`config.mk`:
```
export PLATFORM = sky130hd
export DESIGN_NAME = xt_glitch_bank
export DESIGN_NICKNAME = d
export VERILOG_FILES = /design/src/rtl/xt_glitch_pkg.sv /design/src/rtl/xt_sample_pair.sv /design/src/rtl/xt_sense_latch.sv /design/src/rtl/xt_sticky_det.sv /design/src/rtl/xt_glitch_bank.sv
export SDC_FILE = /design/constraint.sdc
export NUM_CORES = 1
export LEC_CHECK = 0
export BUFFER_PORTS_ARGS = -buffer_cell sky130_fd_sc_hd__buf_2
export CORE_MARGIN = 2
export CORE_UTILIZATION = 58
export CTS_CLUSTER_DIAMETER = 80
export DETAILED_ROUTE_END_ITERATION = 10
export GPL_ROUTABILITY_DRIVEN = 1
export PLACE_DENSITY_LB_ADDON = 0.3
export SETUP_SLACK_MARGIN = 0.05
export SYNTH_ARGS = -nofsm -noshare
export SYNTH_HDL_FRONTEND = slang
export SYNTH_HIERARCHICAL = 1
export SYNTH_SLANG_ARGS = --single-unit
export TNS_END_PERCENT = 100
```
`constraint.sdc`:
```
create_clock -name clk -period 2.6 [get_ports clk]
set_input_delay 0.26 -clock clk [delete_from_list [all_inputs] [get_ports clk]]
set_output_delay 0.26 -clock clk [all_outputs]
set_load 0.02 [all_outputs]
```
`src/rtl/xt_glitch_pkg.sv`:
```
package xt_glitch_pkg;

  // Two consecutive captured samples of one output.
  typedef struct packed {
    logic newer;
    logic older;
  } xt_pair_t;

  localparam int unsigned XT_ERR_LATENCY = 2;

endpackage

```
`src/rtl/xt_sample_pair.sv`:
```
module xt_sample_pair
  import xt_glitch_pkg::*;
(
  input  logic     clk,
  input  logic     rst,
  input  logic     sample_en,
  input  logic     d,
  output xt_pair_t pair_q
);

  always_ff @(posedge clk) begin
    if (rst) begin
      pair_q <= '0;
    end else if (sample_en) begin
      pair_q.newer <= d;
      pair_q.older <= pair_q.newer;
    end
  end

  AST_PAIR_FROZEN: assert property (@(posedge clk) disable iff (rst)
    !sample_en |=> $stable(pair_q));

endmodule

```
`src/rtl/xt_sense_latch.sv`:
```
module xt_sense_latch (
  input  logic clk,
  input  logic rst,
  input  logic mode_open,
  input  logic sample_en,
  input  logic live,
  input  logic held,
  output logic sens_q
);

  always_ff @(posedge clk) begin
    if (rst) begin
      sens_q <= 1'b0;
    end else if (mode_open && sample_en) begin
      sens_q <= live ^ held;
    end
  end

  AST_SENSE_KEEP: assert property (@(posedge clk) disable iff (rst)
    !mode_open |=> $stable(sens_q));

endmodule

```
`src/rtl/xt_sticky_det.sv`:
```
module xt_sticky_det (
  input  logic clk,
  input  logic rst,
  input  logic clr,
  input  logic det_mask,
  input  logic mode_open,
  input  logic diff,
  output logic hit_q
);

  logic sample_window;

  assign sample_window = !det_mask && !mode_open;

  always_ff @(posedge clk) begin
    if (rst || clr) begin
      hit_q <= 1'b0;
    end else if (sample_window && diff) begin
      hit_q <= 1'b1;
    end
  end

  AST_CLR_EMPTIES: assert property (@(posedge clk) disable iff (rst)
    clr |=> !hit_q);

  AST_HIT_STICKS: assert property (@(posedge clk) disable iff (rst)
    hit_q && !clr |=> hit_q);

  AST_MASK_IGNORED: assert property (@(posedge clk) disable iff (rst)
    !hit_q && !clr && det_mask |=> !hit_q);

  AST_OPEN_IGNORED: assert property (@(posedge clk) disable iff (rst)
    !hit_q && !clr && mode_open |=> !hit_q);

endmodule

```
`src/rtl/xt_glitch_bank.sv`:
```
module xt_glitch_bank
  import xt_glitch_pkg::*;
#(
  parameter int unsigned N_OUT = 8
) (
  input  logic             clk,
  input  logic             rst,
  input  logic [N_OUT-1:0] cut_out,
  input  logic             sample_en,
  input  logic             mode_open,
  input  logic             det_mask,
  input  logic             det_clr,
  output logic [N_OUT-1:0] cell_err,
  output logic             any_err
);

  localparam int unsigned LAST = N_OUT - 1;

  xt_pair_t   pair   [N_OUT];
  logic [LAST:0] sens;
  logic [LAST:0] hit;
  logic [LAST:0] raw_err;

  for (genvar i = 0; i < N_OUT; i++) begin : g_cell
    xt_sample_pair u_pair (
      .clk       (clk),
      .rst       (rst),
      .sample_en (sample_en),
      .d         (cut_out[i]),
      .pair_q    (pair[i])
    );

    xt_sense_latch u_sense (
      .clk       (clk),
      .rst       (rst),
      .mode_open (mode_open),
      .sample_en (sample_en),
      .live      (cut_out[i]),
      .held      (pair[i].newer),
      .sens_q    (sens[i])
    );

    xt_sticky_det u_det (
      .clk       (clk),
      .rst       (rst),
      .clr       (det_clr),
      .det_mask  (det_mask),
      .mode_open (mode_open),
      .diff      (pair[i].newer ^ pair[i].older),
      .hit_q     (hit[i])
    );

    assign raw_err[i] = hit[i] && !sens[i];

    always_ff @(posedge clk) begin
      if (rst) begin
        cell_err[i] <= 1'b0;
      end else begin
        cell_err[i] <= raw_err[i];
      end
    end

    AST_SENS_MASKS: assert property (@(posedge clk) disable iff (rst)
      sens[i] |=> !cell_err[i]);

    AST_FREE_REPORTS: assert property (@(posedge clk) disable iff (rst)
      !sens[i] && hit[i] |=> cell_err[i]);
  end

  always_ff @(posedge clk) begin
    if (rst) begin
      any_err <= 1'b0;
    end else begin
      any_err <= |raw_err;
    end
  end

  AST_ANY_MATCH: assert property (@(posedge clk) disable iff (rst)
    any_err == (|cell_err));

endmodule

```
==> metrics.cfg <==
[pwr]
power_frac_seq=0.591
clkPwrFrac=0.308
power.internal_w=0.000862
p_leak_nw=0.798
totalPowerFinal_w=0.00114
powerDensity_nw_per_um2=616
vdd_drop_max_mv=0.478
swShare=0.242
power_switching_w=0.000275
combPwrFrac=0.101

[worst_setup_path]
crit_family=flip-flops
crit_type=flop to output port
crit_chain=buf_2
critPathMaxStageDelay_ps=320
crit_slowest_cell=dfxtp_1
crit_fanout=1
crit_required_ps=2340
crit_buf_inv=1
start_kind=flop
endpoint_kind=output port
crit_arrival_ps=820

[die]
dieArea_sq_um=3250
core_sq_um=2710
ios=23
die_y_microns=57.0
start_util=0.601
row_count=19
dieWidth_microns=57.0

[yosys]
yosysTopAreaCell=dfxtp_1
yosys.area_share.adder=0
ys_top_cells_by_area=dfxtp_1 (50%), mux2i_1 (9.8%), nor3b_2 (6.1%), nor2_1 (5.5%), a311oi_1 (4.3%)
synth_top_family_by_area=simple AND/OR/NAND/NOR gates
synth_seq_cells=41
netlist_instances=148
synth_cell_type_count=14
avgSynthCellArea_sq_um=11.0
ys_seq_area_frac=0.504
synth_top_area_share=0.504
synth_compound_area_frac=0.126
synthSimpleGateAreaFrac=0.181
synth_xor_area_frac=0.0860
syn_area_sq_um=1630
yosys_warnings=6
synth_nets=162
synth.mux.area_fraction=0.0983

[routing]
totalWireLength_microns=2740
dr.pass1.iters=4
avgRoutedWirePerCell_microns=13.1
final_antenna_net_count=0
drtIter0Drc=37
vias=1131
drc_errors=0
routed_via_density=5.41

[cts]
cts.clk_slew.worst_paths_ps=110
worstSkewPairLatency_ps=340
cts_tree=built
htreeDepth=2
cts_buffers=5
postCtsSetupRepairBufs=0
root_buffer=clkbuf_4
post_cts_resized=0
numClockSinks=41
cts_hold_buf=0
clockBufferDepth=2

[place]
globalplace.congestion=0.683
hpwl_microns=1830
portBuffers=22

[global_route]
grt_pass1_wl_microns=4730
grt_max_degree=42
grt_pass1_vias=1105
grt_use_total=0.190
grt_overflow=0
antenna_found_initial=0

[timing]
setup_tns_ps=0
post-route-min-period_ps=1080
tightest_slew_ps=725
relSlewSlack=0.517
setup_viol=0
rsz0062_at_grt=false
period_share=0.415
finClkSkew_ps=7.05
fmax_mhz=926
hold_violations=0
slew_violations=0

[finish]
multi_input_area_sq_um=801
layout_commonest_cell=dfxtp_1
nets=191
regArea_sq_um=821
final_cell_mix=dfxtp_1 (41), nor2_1 (24), buf_2 (22), mux2i_1 (16), nor2b_1 (10)
drive_above_1_share=0.236
syn2layout_area_growth_pct=13.4
final_util=0.682
nFillCells=228
diodes=0

[hold_path]
hold_path_class=primary input to flop

[flow_run]
cap_violations=0

[outcome]
status=finished clean

sequential cells by signal (all words and copies together) (netlist names):
name	count
g_cell.u_sense/sens_q	8
any_err	1
cell_err	8
g_cell.u_pair/pair_q	16
g_cell.u_det/hit_q	8
cell type report:
cell class	count	area share
Timing Repair Buffer	22	0.0596
Clock buffer	7	0.0352
Tap cell	31	0.0210
Inverter	2	0.00406
Multi-Input combinational cell	105	0.433
Sequential cell	41	0.444
Clock inverter	1	0.00271
cells by family after synthesis:
logic type / after synthesis
and+or+nand+nor: 46
muxes: 16
buffers and inverters: 2
xor gates and xnor gates: 16
DFF: 41
AOI/OAI and AO/OA: 27
worst paths after layout:
| check | startpoint | endpoint | slack (ps) | depth (start not counted) |
|---|---|---|---|---|
| worst max-delay path | cell_err[7]$_SDFF_PP0_ | cell_err[7] | 1520 | 1 |
| worst min-delay path | cut_out[4] | g_cell[4].u_pair/pair_q[1]$_SDFFE_PP0P_ | 180 | 3 |
| worst max register to register | g_cell[2].u_sense/sens_q$_SDFFE_PP0P_ | any_err$_SDFF_PP0_ | 1540 | 3 |
| worst min register to register | g_cell[1].u_det/hit_q$_SDFFE_PP0P_ | g_cell[1].u_det/hit_q$_SDFFE_PP0P_ | 470 | 1 |
cells in the mapped netlist, drive strengths merged:
library cell and count:
a2111oi 2, nor3b 10, dfxtp 41, o21a 8, inv 2, a21oi 9
mux2i 16, xor2 8, xnor2 8, nor2 24, a311oi 8, nor2b 12
power groups by stage:
stage / clock, W / sequential, W / combinational [W]
floorplan: 0 / 0.000685 / 0.0000622
global placement: 0 / 0.000684 / 0.000109
detailed placement: 0 / 0.000686 / 0.000115
CTS: 0.000359 / 0.000672 / 0.000115
global route: 0.000382 / 0.000676 / 0.000128
finish: 0.000351 / 0.000672 / 0.000115
per-stage QoR:
step / worst slack, ps / instance area, sq um / cells / hold WS, ps
floorplan: 1670 / 1630 / 148 / 329
global placement: 1330 / 1780 / 201 / 437
detailed placement: 1240 / 1780 / 201 / 450
CTS: 1510 / 1850 / 209 / 177
global route: 1480 / 1850 / 209 / 191
finish: 1520 / 1850 / 209 / 176
metal layers:
layer / global-route usage / up-vias / wire length, microns
li1: - / 576 / -
met1: 0.227 / 525 / 1200
met2: 0.323 / 25 / 1380
met3: 0.0408 / 5 / 120
met4: 0.0897 / 0 / 43
met5: 0 / - / 0
No activity file was read; power rests on OpenSTA's default activity.
